`config.mk`:
```
export PLATFORM = sky130hd
export DESIGN_NAME = dc_pred_recon
export DESIGN_NICKNAME = d
export VERILOG_FILES = /design/src/rtl/dc_pred_pkg.sv /design/src/rtl/dc_rst_val.sv /design/src/rtl/dc_recon_add.sv /design/src/rtl/dc_pred_bank.sv /design/src/rtl/dc_pred_recon.sv
export SDC_FILE = /design/constraint.sdc
export NUM_CORES = 1
export LEC_CHECK = 0
export ABC_CLOCK_PERIOD_IN_PS = 3500
export BUFFER_PORTS_ARGS = -buffer_cell sky130_fd_sc_hd__buf_4
export CAP_MARGIN = 20
export CELL_PAD_IN_SITES_DETAIL_PLACEMENT = 1
export CELL_PAD_IN_SITES_GLOBAL_PLACEMENT = 2
export CORE_UTILIZATION = 36
export CTS_CLUSTER_SIZE = 30
export DETAILED_ROUTE_END_ITERATION = 8
export GPL_ROUTABILITY_DRIVEN = 0
export PLACE_DENSITY = 0.81
export SLEW_MARGIN = 20
export SYNTH_ARGS = -nofsm -noshare
export SYNTH_HDL_FRONTEND = slang
export SYNTH_SLANG_ARGS = --single-unit
```
`constraint.sdc`:
```
create_clock -name clk_i -period 3.5 [get_ports clk_i]
set_clock_uncertainty 0.1 [all_clocks]
set_input_delay 0.525 -clock clk_i [delete_from_list [all_inputs] [get_ports clk_i]]
set_output_delay 0.525 -clock clk_i [all_outputs]
set_load 0.03 [all_outputs]
```
`src/rtl/dc_pred_pkg.sv`:
```
package dc_pred_pkg;
  localparam int unsigned BASE_LOG2 = 7;  // start value for precision code 0 is 2**7
  localparam int unsigned PREC_W    = 2;
endpackage

```
`src/rtl/dc_rst_val.sv`:
```
module dc_rst_val
  import dc_pred_pkg::*;
#(
  parameter int unsigned DC_W = 12
) (
  input  logic [PREC_W-1:0] prec_i,
  output logic [DC_W-1:0]   val_o
);
  localparam int unsigned NUM_PREC = 1 << PREC_W;

  logic [NUM_PREC-1:0][DC_W-1:0] table_w;

  for (genvar p = 0; p < NUM_PREC; p++) begin : g_tab
    assign table_w[p] = DC_W'(1) << (BASE_LOG2 + p);
  end

  assign val_o = table_w[prec_i];
endmodule

```
`src/rtl/dc_recon_add.sv`:
```
module dc_recon_add #(
  parameter int unsigned DC_W   = 12,
  parameter int unsigned DIFF_W = 12
) (
  input  logic [DC_W-1:0]   pred_i,
  input  logic [DIFF_W-1:0] diff_i,
  output logic [DC_W-1:0]   sum_o
);
  localparam int unsigned SUM_W = (DC_W > DIFF_W) ? DC_W : DIFF_W;

  logic [SUM_W-1:0] ext_pred;
  logic [SUM_W-1:0] ext_diff;
  logic [SUM_W-1:0] sum_full;

  assign ext_pred = SUM_W'(pred_i);
  assign ext_diff = SUM_W'($signed(diff_i));
  assign sum_full = ext_pred + ext_diff;
  assign sum_o    = sum_full[DC_W-1:0];
endmodule

```
`src/rtl/dc_pred_bank.sv`:
```
module dc_pred_bank #(
  parameter int unsigned DC_W     = 12,
  parameter int unsigned NUM_COMP = 3,
  parameter int unsigned SEL_W    = 2,
  parameter int unsigned INIT_VAL = 128
) (
  input  logic                          clk_i,
  input  logic                          rst_ni,
  input  logic                          clr_i,
  input  logic [DC_W-1:0]               clr_val_i,
  input  logic                          wr_en_i,
  input  logic [SEL_W-1:0]              wr_sel_i,
  input  logic [DC_W-1:0]               wr_data_i,
  output logic [NUM_COMP-1:0][DC_W-1:0] pred_o
);
  for (genvar k = 0; k < NUM_COMP; k++) begin : g_comp
    logic hit;
    assign hit = wr_en_i && (wr_sel_i == SEL_W'(k));

    always_ff @(posedge clk_i or negedge rst_ni) begin
      if (!rst_ni)  pred_o[k] <= DC_W'(INIT_VAL);
      else if (hit) pred_o[k] <= wr_data_i;  // write wins over clear: sum already used clear value
      else if (clr_i) pred_o[k] <= clr_val_i;
    end
  end
endmodule

```
`src/rtl/dc_pred_recon.sv`:
```
module dc_pred_recon
  import dc_pred_pkg::*;
#(
  parameter int unsigned DC_W     = 12,
  parameter int unsigned DIFF_W   = 12,
  parameter int unsigned NUM_COMP = 3,
  parameter int unsigned SEL_W    = 2
) (
  input  logic              clk_i,
  input  logic              rst_ni,
  input  logic              slice_start_i,
  input  logic              non_intra_i,
  input  logic              skip_i,
  input  logic [PREC_W-1:0] dc_prec_i,
  input  logic              valid_i,
  input  logic [SEL_W-1:0]  comp_sel_i,
  input  logic [DIFF_W-1:0] diff_i,
  output logic              dc_valid_o,
  output logic [DC_W-1:0]   dc_o
);
  localparam int unsigned INIT_VAL = 1 << BASE_LOG2;

  logic                          clr;
  logic                          sel_ok;
  logic                          accept;
  logic [DC_W-1:0]               rst_val;
  logic [NUM_COMP-1:0][DC_W-1:0] pred;
  logic [DC_W-1:0]               pred_sel;
  logic [DC_W-1:0]               base;
  logic [DC_W-1:0]               sum;

  assign clr    = slice_start_i | non_intra_i | skip_i;
  assign sel_ok = {1'b0, comp_sel_i} < (SEL_W + 1)'(NUM_COMP);
  assign accept = valid_i && sel_ok;

  dc_rst_val #(.DC_W(DC_W)) u_rst_val (
    .prec_i (dc_prec_i),
    .val_o  (rst_val)
  );

  always_comb begin
    pred_sel = '0;
    for (int k = 0; k < NUM_COMP; k++) begin
      if (comp_sel_i == SEL_W'(k)) pred_sel = pred[k];
    end
  end

  assign base = clr ? rst_val : pred_sel;  // reset precedes the add

  dc_recon_add #(.DC_W(DC_W), .DIFF_W(DIFF_W)) u_add (
    .pred_i (base),
    .diff_i (diff_i),
    .sum_o  (sum)
  );

  dc_pred_bank #(
    .DC_W     (DC_W),
    .NUM_COMP (NUM_COMP),
    .SEL_W    (SEL_W),
    .INIT_VAL (INIT_VAL)
  ) u_bank (
    .clk_i     (clk_i),
    .rst_ni    (rst_ni),
    .clr_i     (clr),
    .clr_val_i (rst_val),
    .wr_en_i   (accept),
    .wr_sel_i  (comp_sel_i),
    .wr_data_i (sum),
    .pred_o    (pred)
  );

  always_ff @(posedge clk_i or negedge rst_ni) begin
    if (!rst_ni) begin
      dc_valid_o <= 1'b0;
      dc_o       <= '0;
    end else begin
      dc_valid_o <= accept;
      if (accept) dc_o <= sum;
    end
  end
endmodule

```
# After elaboration in Yosys (flattened, before gate mapping)
# Index checks and enable logic that the tools add are counted.
# word_totals
ff_bits	49
input_bits	22
elab_cells	30
# op_classes
add_sub_neg	1
order_cmp	2
n_eq_ne	2
mux	10
bitwise_logic	2
reduce_logical	8
# ops
operator	count
2-to-1 mux 12 bit	9
binary-select mux 12 bit (select 2 bit)	1
adder 12 bit	1
nonzero test 2 bit	3
logical AND 1 bit	4
less-than comparator 2 x 3 -> 1 bit (second input constant)	1
equality test 2 x 1 -> 1 bit (second input constant)	1
equality test 2 bit (second input constant)	1
zero test 2 bit	1
less-than comparator 2 bit (second input constant)	1
OR 1 bit	2

# Depth between registers and ports, before layout
# depth
word_depth	7
mapped_depth	14

# Modules after synthesis
# A second synthesis with hierarchy kept.
# unflattened
cells_unflattened	286
hier_area_um2	3358.2
# by_module_without_submodules
mod	n_inst	cells_each	area_per_inst_um2	seq_area_each_um2
dc_pred_bank	1	118	1839.3	904.6
dc_pred_recon	1	96	925.9	325.3
dc_recon_add	1	59	503.0	0.0
dc_rst_val	1	13	90.1	0.0

# Least setup slack after synthesis
# Ideal clock, no wire load.
# synth_path
path_type	input-to-reg
startpoint	input comp_sel_i[0]
endpoint	register u_bank.pred_o[10] (netlist name)
setup_time_ns	0.146
arrival_ns	2.977
slack_ns	0.277
cell_stages	13
cell_sequence	buf_6 buf_2 mux2i_1 nor2_1 a21oi_1 nor2_1 ha_1 fa_1 a21o_1 a2111oi_1 nor2_1 o2111ai_1 a31oi_1
# synth_between
elab_chain_cells	7
# synth_rtl
item	line_no	text
from (decl)	dc_pred_recon.sv:16	input logic [SEL_W-1:0] comp_sel_i,
zero test 2 bit	dc_pred_bank.sv:18, dc_pred_recon.sv:44	
2-to-1 mux 12 bit (3 in series)	dc_pred_recon.sv:44	if (comp_sel_i == SEL_W'(k)) pred_sel = pred[k];
2-to-1 mux 12 bit	dc_pred_recon.sv:48	assign base = clr ? rst_val : pred_sel;
adder 12 bit	dc_recon_add.sv:17	assign sum_full = ext_pred + ext_diff;
2-to-1 mux 12 bit	dc_pred_bank.sv:22	else if (hit) pred_o[k] <= wr_data_i;
to (signal, indexed assignment)	dc_pred_bank.sv:21	if (!rst_ni) pred_o[k] <= DC_W'(INIT_VAL);
to (signal, indexed assignment)	dc_pred_bank.sv:22	
to (signal, indexed assignment)	dc_pred_bank.sv:23	else if (clr_i) pred_o[k] <= clr_val_i;
to (decl)	dc_pred_bank.sv:14	output logic [NUM_COMP-1:0][DC_W-1:0] pred_o
# Parallel ways exist; a longest one is shown, timed or not.
# A chain may end at the register's enable or synchronous reset.

# Worst setup path in the final report
# layout_path
startpoint	input comp_sel_i[0]
endpoint	register u_bank.pred_o[18] (netlist name)
# layout_between
elab_chain_cells	7
# layout_rtl
item	line_no
zero test 2 bit	dc_pred_recon.sv:44
2-to-1 mux 12 bit (3 in series)	dc_pred_recon.sv:44
2-to-1 mux 12 bit	dc_pred_recon.sv:48
adder 12 bit	dc_recon_add.sv:17
2-to-1 mux 12 bit	dc_pred_bank.sv:22
# Parallel ways exist; a longest one is shown, timed or not.

==> qor.txt <==
Max-cap violations = 0
Die ar. = 0.00884 mm^2
Post-Synthesis Cells = 334
Worst vdd ir = 0.147 mV
Setup bufs post-CTS = 0
Hold Path Class = in -> async
Routed length per placed instance = 19.5 um
Yosys reg bits = 49
Initial DRC count = 116
Total track usage = 22.8%
Slew Viols, Final = 0
Worst-margin pin slew = 815 ps
First-pass GRT wire length = 15100 um
Final Hold Slack = 132 ps
CTS tree = done
Top-count cell post-synth = dfrtp_1
RR Startpoint = u_bank.pred_o[0]$_DFFE_PN0P_
Fin. Hold Viols = 0
DR pass1 iterations = 4
Yosys top cell by area = dfrtp_1
Fmax achieved = 307 MHz
CTS clk-pin slew, worst paths = 100 ps
R2R Path End = u_bank.pred_o[18]$_DFFE_PN0P_
Worst endpoint required time = 3650 ps
Final wirelength = 9370 um
Mapped Avg Cell Area = 9.13 um^2
Clock sink total = 49
Leading post-synthesis cells by cell area = dfrtp_1 (38%), mux2i_1 (5.9%), a22o_1 (5.2%)
Placed cell area = 0.00349 mm^2
Detail Placement HPWL = 6930 um
R2R Setup Slk = 400 ps
Synth unique cells = 48
Depth of the CTS H-tree = 2
Row cnt = 33
Asr flop ratio synth = 100%
Die height = 94.0 um
Area Overhead vs Synth = 17.4%
Finished Cell Area = 0.00358 mm^2
Fillers = 984
Cts hold-fix bufs = 0
Initial antenna violation count = 0
Buffers on Ports = 34
Final count of negative-setup-slack endpoints = 0
Register area share after synthesis = 40.3%
Post-Route Utilization = 43.6%
Synthesized Nets = 368
ANT cells = 0
Final ANT Viol Nets = 0
FF-to-FF path depth = 11
Tot Pwr = 1.34 mW
Crit start category = primary input
TritonCTS Buffers = 5
Final setup margin = 246 ps
Ratio of cells with drive above 1 in the final layout = 19.5%
RSZ-0062 raised after global routing = no
Synth top area share = 37.8%
Post-CTS Resized = 0
Vias = 2737
GRT overflow = 0
Setup Slack @ Placement = -65.1 ps
Netlist Area Pre-Place = 0.00305 mm^2
Core box area = 0.00822 mm^2
Ys flop type = dfrtp_1
Root buffer cell = clkbuf_8
Clock buffer depth = 2
Vias in the first global route = 2732
Number of synthesized flops with an enable pin = 0
Die width = 94.0 um
Worst-skew pair later-pin latency = 310 ps
CP Data Arrival Time = 3400 ps
Initial Utilization = 37.1%
YS warnings = 0
Worst Path Max Fanout = 10
Power density over the cells = 375 mW/mm^2
Boundary pin count = 35
Layout net count = 408
Non-filler cells, final = 480
Final period util = 93.0%
TNS Setup = 0 ps
CP Class = in -> reg
Largest net degree at the start of global routing = 50
Post-synth top cells = dfrtp_1 (46), nand2_1 (42), a21oi_1 (29)
Slew headroom = 45.5%
Via-to-Cell Ratio = 5.70
Status = complete, no violations
Leakage = 1.72 nW
Critical Path Sink Type = register
Placed cells = 472
Final Critical Period = 3250 ps
DRC viols = 0
[sequential cells by signal (all words and copies together), names as in the netlist]
register and flops:
dc_valid_o 1, u_bank.pred_o 36, dc_o 12
[worst max path at each step]
| stage | startpoint | end | slack, ps | depth (start not counted) |
|---|---|---|---|---|
| after global routing | comp_sel_i[0] | u_bank.pred_o[30]$_DFFE_PN0P_ | 80 | 10 |
| after detailed placement | comp_sel_i[0] | u_bank.pred_o[30]$_DFFE_PN0P_ | -70 | 10 |
| after floorplan | comp_sel_i[0] | u_bank.pred_o[10]$_DFFE_PN0P_ | 280 | 13 |
| final | comp_sel_i[0] | u_bank.pred_o[18]$_DFFE_PN0P_ | 250 | 10 |
| after global placement | comp_sel_i[0] | u_bank.pred_o[34]$_DFFE_PN0P_ | 100 | 12 |
| after CTS | comp_sel_i[0] | u_bank.pred_o[18]$_DFFE_PN0P_ | 250 | 10 |
[report_power, final]
part           internal [mW]  switching [mW]  leakage, nW
Combinational          0.137           0.222         1.05
Clock                  0.139           0.204       0.0439
Sequential             0.614          0.0269        0.629
Total                  0.890           0.453         1.72
[routing by layer]
metal / routed length [um] / up-vias / track usage (%)
met1: 4570 / 1363 / 32.9
met2: 4370 / 54 / 36.3
li1: - / 1311 / -
met3: 337 / 9 / 3.24
met4: 94 / 0 / 4.10
met5: 0 / - / 0
[cell type report]
| type | instances | area (um^2) | share of cell area (%) |
|---|---|---|---|
| multi-input combinational | 260 | 1710 | 47.8 |
| sequential | 49 | 1230 | 34.4 |
| timing repair buffer | 54 | 405 | 11.3 |
| tap | 105 | 131 | 3.67 |
| clock buffer | 5 | 68.8 | 1.92 |
| clock inverter | 3 | 17.5 | 0.489 |
| inverter | 4 | 15.0 | 0.419 |
[cells by family after synthesis]
kind of cell / share of synthesized area, %
buf+inv: 3.53
simple gates: 18.5
xor+xnor: 2.26
flops: 40.3
fa+ha+maj: 5.17
compound gates: 23.6
mux: 6.65
[critical path, cell delays in order]
cell and delay [ps]:
buf_4 140, nor2b_1 530, a21oi_1 220, nor2_1 170
ha_1 300, a21o_1 230, a2111oi_1 470, nor2_1 330
nor2_1 310, a22o_1 190
[cells in the final DEF (no fill, tap or decap), types with 2 or more instances in the layout]
| master | n |
|---|---|
| a31oi_1 | 7 |
| o2111ai_1 | 2 |
| nor3_1 | 5 |
| mux2_2 | 2 |
| dfrtp_1 | 46 |
| o21a_1 | 2 |
| and2_1 | 5 |
| o31ai_1 | 3 |
| clkinv_2 | 2 |
| a21oi_1 | 29 |
| o21ai_0 | 12 |
| dfstp_2 | 3 |
| and3b_1 | 2 |
| a22o_1 | 18 |
| nor4_1 | 4 |
| a211o_1 | 3 |
| nor2_1 | 28 |
| clkbuf_8 | 5 |
| a211oi_1 | 8 |
| inv_1 | 4 |
| xnor2_1 | 5 |
| or3_1 | 4 |
| ha_1 | 11 |
| and3_1 | 4 |
| mux2i_1 | 18 |
| o211ai_1 | 6 |
| a21o_1 | 8 |
| nand3_1 | 10 |
| nand2_1 | 42 |
| buf_4 | 54 |
| nand4_1 | 5 |
| nor3b_1 | 2 |
Power figures use the tool's default switching activity.
